==> src/rtl/xfer_clk_sel.sv <==
module xfer_clk_sel #(
  parameter int DW = 8
) (
  input  logic       clk,
  input  logic       rst,
  input  logic [3:0] cfg_sel,
  input  logic       bus_idle,
  output logic       tick,
  output logic       scl_en,
  output logic       cfg_err
);

  logic [DW-1:0] nxt_div, act_div, cnt;
  logic          nxt_bad, act_bad, wrap, load;
  logic [DW:0]   hi_len;

  always_comb begin
    nxt_bad = 1'b0;
    case (cfg_sel)
      4'b0000: nxt_div = DW'(88);
      4'b0001: nxt_div = DW'(172);
      4'b0010: nxt_div = DW'(86);
      4'b0011: nxt_div = DW'(198);
      4'b0100,
      4'b0101: nxt_div = DW'(48);
      4'b0110: nxt_div = DW'(24);
      4'b0111: nxt_div = DW'(54);
      4'b1100,
      4'b1101: nxt_div = DW'(24);
      4'b1110: nxt_div = DW'(12);
      default: begin
        nxt_div = '0;
        nxt_bad = 1'b1;
      end
    endcase
  end

  assign wrap   = !bus_idle && !act_bad && (cnt == act_div - 1'b1);
  assign load   = bus_idle || act_bad || wrap;
  assign hi_len = ({1'b0, act_div} + 1'b1) >> 1;

  always_ff @(posedge clk) begin
    if (rst) begin
      cnt     <= '0;
      act_div <= DW'(88);
      act_bad <= 1'b0;
    end else begin
      if (load) begin
        act_div <= nxt_div;
        act_bad <= nxt_bad;
      end
      cnt <= load ? '0 : cnt + 1'b1;
    end
  end

  assign tick    = wrap;
  assign cfg_err = act_bad;
  assign scl_en  = act_bad || bus_idle || ({1'b0, cnt} < hi_len);

  assert_no_tick_in_err_R4: assert property (@(posedge clk) disable iff (rst)
    cfg_err |-> (!tick && scl_en));

  assert_idle_rest_R9: assert property (@(posedge clk) disable iff (rst)
    bus_idle |-> (scl_en && !tick));

  assert_tick_in_low_R7: assert property (@(posedge clk) disable iff (rst)
    tick |-> !scl_en);

  assert_single_tick_R6: assert property (@(posedge clk) disable iff (rst)
    tick |=> !tick);

  assert_cnt_bound_R6: assert property (@(posedge clk) disable iff (rst)
    !act_bad |-> (cnt < act_div));

  assert_hold_div_R8: assert property (@(posedge clk) disable iff (rst)
    (!bus_idle && !cfg_err && !tick) |=> $stable(act_div));

endmodule

==> config.mk <==
export PLATFORM = sky130hd
export DESIGN_NAME = xfer_clk_sel
export DESIGN_NICKNAME = d
export VERILOG_FILES = /design/src/rtl/xfer_clk_sel.sv
export SDC_FILE = /design/constraint.sdc
export NUM_CORES = 1
export LEC_CHECK = 0
export BUFFER_PORTS_ARGS = -buffer_cell sky130_fd_sc_hd__buf_2
export CORE_MARGIN = 2
export CORE_UTILIZATION = 33
export DETAILED_ROUTE_END_ITERATION = 12
export HOLD_SLACK_MARGIN = 0.02
export PLACE_DENSITY_LB_ADDON = 0.2
export SLEW_MARGIN = 0
export SYNTH_ARGS = -nofsm -noshare
export SYNTH_HDL_FRONTEND = slang
export SYNTH_SLANG_ARGS = --single-unit
==> constraint.sdc <==
create_clock -name clk -period 2.2 [get_ports clk]
set_input_delay 0.44 -clock clk [delete_from_list [all_inputs] [get_ports clk]]
set_output_delay 0.44 -clock clk [all_outputs]
set_load 0.005 [all_outputs]
* Yosys cells after proc, flatten, opt, wreduce, memory -nomap -nowiden *
Cells that the tools add are included.

word-level totals
  flip-flop bits (word level) = 17
  bits of input ports = 7
  output and inout port bits = 3

operators by class
  add/sub/neg operators = 3
  magnitude comparators = 1
  eq/ne operators = 11
  multiplexer cells = 2
  reductions and logical operators = 12

operator list
  kind                   number
  $pmux W8 S8            1
  $eq A4 B3 Y1 const B   4
  $eq A4 B4 Y1 const B   3
  $reduce_or A11 Y1      1
  $add A8 B1 Y9 const B  1
  $add A8 B1 Y8 const B  1
  $eq A4 B2 Y1 const B   2
  $eq A8 B8 Y1           1
  $lt A8 B8 Y1           1
  $sub A8 B1 Y8 const B  1
  $eq A4 B1 Y1 const B   1
  $logic_not A4 Y1       1
  $reduce_or A2 Y1       2
  $logic_or A1 B1 Y1     3
  $reduce_or A3 Y1       1
  $logic_and A1 B1 Y1    2
  $logic_not A1 Y1       2
  $mux W1                1

* Depth between registers and ports, before layout *
  depth in word-level cells = 5
  gate-level depth with buffers = 9
  gate-level depth less buffers = 8

* Worst setup path after synthesis *
Ideal clock, no wire load.

  path type = register to register
  start point = register act_div[1]
  end point = register act_div[5]
  setup time = 67 ps
  arrival = 1878 ps
  required time = 2133 ps
  slack = 255 ps
  stages on the path, launching flop included = 9
  path buffers = 0
  cell sequence = dfxtp_1 > inv_1 > ha_1 > xor2_1 > nand3_1 > a211oi_2 > a31oi_2 > or3_1 > a21oi_2

on the way
  word-level cells in the longest chain between the ends = 4

RTL lines
  element                 RTL line  text
  from (decl)             13        logic [DW-1:0] nxt_div, act_div, cnt;
  from (signal assigned)  49        act_div <= nxt_div;
  $sub A8 B1 Y8           38        assign wrap = !bus_idle && !act_bad && (cnt == act_div - 1'b1);
  $eq A8 B8 Y1            38
  $logic_and A1 B1 Y1     38
  $logic_or A1 B1 Y1      39        assign load = bus_idle || act_bad || wrap;

No other way between the ends.
A chain may end at the register's enable or synchronous reset.

* Worst setup path in the final report *
  start point = register act_div[2]
  end point = output port tick

on the way
  word-level cells in the longest chain between the ends = 3

RTL lines
  element              RTL line  text
  $sub A8 B1 Y8        38
  $eq A8 B8 Y1         38
  $logic_and A1 B1 Y1  38
  to (decl)            8         output logic tick,

No other way between the ends.

==> summary.log <==
INFO  critical_path  worst_setup_path_start_kind=register
INFO  synth          sequential_fraction_of_the_synthesis_area=0.292
INFO  critical_path  timing.critical_path.arrival=1.78ns
INFO  synth          synth_async_sr_flop_share=0
INFO  die            dieArea=0.00380mm2
INFO  timing         clock_skew=0.00483ns
INFO  power_and_ir_drop cellLeakagePower=0.539nW
INFO  route          drt-total-wl=2120um
INFO  synth          yosysUniqueCellTypes=44
INFO  synth          synth_area=0.00110mm2
INFO  clock_tree     cts_htree_levels=1
INFO  critical_path  path_class=register to output pin
INFO  timing         fin_worst_hold_slack=0.410ns
INFO  die            fp.coreArea=0.00310mm2
INFO  die            start_util=0.353
INFO  route          top_signal_layer_used=met4
INFO  place          port-buffer-count=9
INFO  cells_and_area postLayoutCellArea=0.00130mm2
INFO  power_and_ir_drop power.density_cell_area=493mW/mm2
INFO  place          finalWeightedCongestion=0.831
INFO  route          met1_wire_length=1130um
INFO  cells_and_area areaGrowthSynthToFinish=18.5%
INFO  die            rows=20
INFO  die            ios=10
INFO  synth          yosys_most_used_dff=sky130_fd_sc_hd__dfxtp_1
INFO  cells_and_area total_of_fill_cells_in_the_finished_design=326
INFO  global_route   grt_remaining_overflow=0
INFO  status         outcome=complete, but fails checks
INFO  clock_tree     cts.sink_count=16
INFO  clock_tree     clock_pin_slew_on_the_worst_setup_and_hold_paths=0.09ns
INFO  global_route   grt_util_all_layers=0.129
INFO  critical_path  crit_path_end_kind=output pin
INFO  synth          post_synth_inst_count=125
INFO  route          drt-pass1-iter-count=4
INFO  synth          ys_warn_count=0
INFO  timing         tightestPinTransition=0.410ns
INFO  route          route.met2.wl=939um
INFO  clock_tree     insertion_delay=0.28ns
INFO  critical_path  setup.reg_to_reg.worst_slack=0.15ns
INFO  synth          synth_area_per_cell=8.77um2
INFO  synth          synth_top_family_by_area=simple AND/OR/NAND/NOR gates
INFO  timing         setup-violations-final=1
INFO  clock_tree     clock_tree.buffer_depth=2
INFO  global_route   grt_pass1_wl=3690um
INFO  status         failed_checks=setup timing
INFO  cells_and_area antenna-diode-count=0
INFO  place          postPlaceCellArea=0.00118mm2
INFO  critical_path  crit_fanout=4
INFO  clock_tree     clk_root_buffer_cell=sky130_fd_sc_hd__clkbuf_4
INFO  route          detailroute.wirelength.met3=41um
INFO  power_and_ir_drop p_seq_frac=0.495
INFO  synth          synth_xor_xnor_area_share=0.120
INFO  min_path       min_path_type=primary input to register
INFO  synth          synth.area.mux_share=0.0183
INFO  synth          synth-seq-cells=16
INFO  place          dpl.hpwl=1660um
INFO  synth          synth_adder_area_share=0.0913
INFO  power_and_ir_drop ir_drop=0.000222V
INFO  power_and_ir_drop comb_power_share=0.207
INFO  timing         finalCritPeriodShare=1.01
INFO  power_and_ir_drop power.share.switching=0.273
INFO  global_route   grt_antenna_before_repair=0
INFO  global_route   grt_start_max_net_pins=11
INFO  global_route   first_global_vias=852
INFO  timing         period_needed=2.22ns
INFO  critical_path  worst-endpoint-required=1.76ns
INFO  timing         rsz0062_at_grt=true
INFO  synth          mappedNetlistNets=140
INFO  timing         timing.fmax=450MHz
INFO  power_and_ir_drop p_sw=0.175mW
INFO  synth          synth-simple-area-share=0.197
INFO  run            maxCapViolCount=0
INFO  timing         setup_ws=-0.0233ns
INFO  route          post-route-drc-count=0
INFO  timing         final-max-slew-violation-count=0
INFO  route          drt.antenna.violating_nets=0
INFO  cells_and_area final_net_count=157
INFO  power_and_ir_drop clkPwrFrac=0.298
INFO  route          overall_via_count_from_detail_route=886
INFO  route          drt_iter0_drc=18
INFO  power_and_ir_drop internal-power=0.466mW
INFO  synth          fraction_of_the_mapped_netlist_area_in_compound_gates=0.195
INFO  timing         maxSlewHeadroom=0.719
INFO  timing         finalHoldViolCount=0
INFO  cells_and_area final_layout_size_suffix_gt1_frac=0.305
INFO  die            die_height=61.6um
INFO  route          via_to_cell_ratio=4.79
INFO  synth          synth-edff-count=0
INFO  die            width_of_the_die=61.6um
INFO  clock_tree     tritoncts_clock_tree=built
INFO  route          route.detailed.wl_per_inst=11.5um
INFO  clock_tree     numCtsBuffers=3
-- critical path: stages, from the launching register on --
cell	delay [ns]
sky130_fd_sc_hd__dfxtp_2	0.37
sky130_fd_sc_hd__inv_4	0.06
sky130_fd_sc_hd__ha_4	0.26
sky130_fd_sc_hd__xor2_1	0.13
sky130_fd_sc_hd__nand3_1	0.12
sky130_fd_sc_hd__a211oi_2	0.23
sky130_fd_sc_hd__and4_4	0.26
sky130_fd_sc_hd__buf_6	0.09
-- worst paths after layout --
path | start | to | cells after the start
max | act_div[2]$_SDFFE_PP0P_ | tick | 7
max reg2reg | act_div[2]$_SDFFE_PP0P_ | act_div[5]$_SDFFE_PP0P_ | 9
min reg2reg | cnt[0]$_SDFF_PP0_ | cnt[0]$_SDFF_PP0_ | 1
min | rst | act_div[5]$_SDFFE_PP0P_ | 2
-- layout make-up --
cell class              instances  area, um2  share of cell area
well taps                      44       55.1              0.0424
flip-flops and latches         16        328               0.252
clock buffers                   4       36.3              0.0279
repair buffers                 18        119              0.0915
multi-input cells              93        721               0.555
inverters                      10       40.0              0.0308
-- metrics by stage --
stage	setup slack [ns]	TNS [ns]	util	total power, mW	instances
floorplan	0.255	0	-	0.408	125
global placement	0.122	0	0.379	0.433	177
detailed placement	0.0448	0	0.379	0.433	177
CTS	-0.00918	-0.0134	0.406	0.637	183
global route	-0.0935	-0.215	0.419	0.674	185
finish	-0.0233	-0.0233	0.419	0.641	185
-- cells in the mapped netlist, types with 2 or more instances --
cell type,instances,area share
sky130_fd_sc_hd__buf_6,2,0.021
sky130_fd_sc_hd__o21bai_1,2,0.014
sky130_fd_sc_hd__nand2b_1,2,0.011
sky130_fd_sc_hd__a21o_1,2,0.014
sky130_fd_sc_hd__xor2_1,7,0.056
sky130_fd_sc_hd__nor3_1,3,0.014
sky130_fd_sc_hd__inv_1,10,0.034
sky130_fd_sc_hd__dfxtp_1,16,0.29
sky130_fd_sc_hd__and3_1,3,0.017
sky130_fd_sc_hd__xnor2_1,8,0.064
sky130_fd_sc_hd__ha_1,8,0.091
sky130_fd_sc_hd__a2111oi_0,2,0.016
sky130_fd_sc_hd__a2111oi_2,2,0.027
sky130_fd_sc_hd__a21oi_1,5,0.023
sky130_fd_sc_hd__nand2_1,6,0.021
sky130_fd_sc_hd__nor2_1,13,0.045
sky130_fd_sc_hd__nand3_1,5,0.023
sky130_fd_sc_hd__nor2b_1,2,0.011
sky130_fd_sc_hd__mux2i_1,2,0.018
-- cell usage in the layout (no fill, tap or decap), types with 2 or more instances in the layout --
cell type	count
sky130_fd_sc_hd__nor2_1	13
sky130_fd_sc_hd__dfxtp_1	10
sky130_fd_sc_hd__buf_4	9
sky130_fd_sc_hd__inv_1	8
sky130_fd_sc_hd__xnor2_1	8
sky130_fd_sc_hd__buf_2	8
sky130_fd_sc_hd__xor2_1	7
sky130_fd_sc_hd__nand2_1	6
sky130_fd_sc_hd__ha_1	6
sky130_fd_sc_hd__dfxtp_2	6
sky130_fd_sc_hd__nand3_1	5
sky130_fd_sc_hd__a21oi_1	4
sky130_fd_sc_hd__and3_1	3
sky130_fd_sc_hd__nor3_1	3
sky130_fd_sc_hd__clkbuf_4	3
sky130_fd_sc_hd__nand2b_1	2
sky130_fd_sc_hd__a21o_1	2
sky130_fd_sc_hd__a21oi_2	2
sky130_fd_sc_hd__a2111oi_0	2
sky130_fd_sc_hd__o311ai_1	2
sky130_fd_sc_hd__o21bai_1	2
sky130_fd_sc_hd__nor2b_1	2
sky130_fd_sc_hd__mux2i_1	2
sky130_fd_sc_hd__a2111oi_2	2
sky130_fd_sc_hd__ha_4	2
-- sequential cells by signal, summed over array words and instances, names as in the netlist --
name     flops
act_div      7
cnt          8
cfg_err      1
-- layer usage --
metal / vias to the layer above / GRT usage
met5: - / 0
met4: 0 / 0.0517
met3: 2 / 0.0210
met2: 5 / 0.206
met1: 405 / 0.174
li1: 474 / -
-- what timing repair did --
item	4_1_cts	5_1_grt
hold buffers	0	0
pin swaps	6	6
buffers inserted	2	2
resized for setup	14	4
setup endpoints to repair	2	14
-- cell families after synthesis --
| family | count (synthesis) |
|---|---|
| compound gates | 26 |
| xor+xnor | 15 |
| fa+ha+maj | 8 |
| buf+inv | 16 |
| flops | 16 |
| mux | 2 |
| simple gates | 42 |
-- power by group through the flow --
stage	combinational (mW)	clock (mW)	sequential (mW)
floorplan	0.0921	0	0.316
global placement	0.112	0	0.321
detailed placement	0.112	0	0.321
CTS	0.124	0.196	0.317
global route	0.149	0.205	0.320
finish	0.133	0.191	0.317
Power figures use the tool's default switching activity.
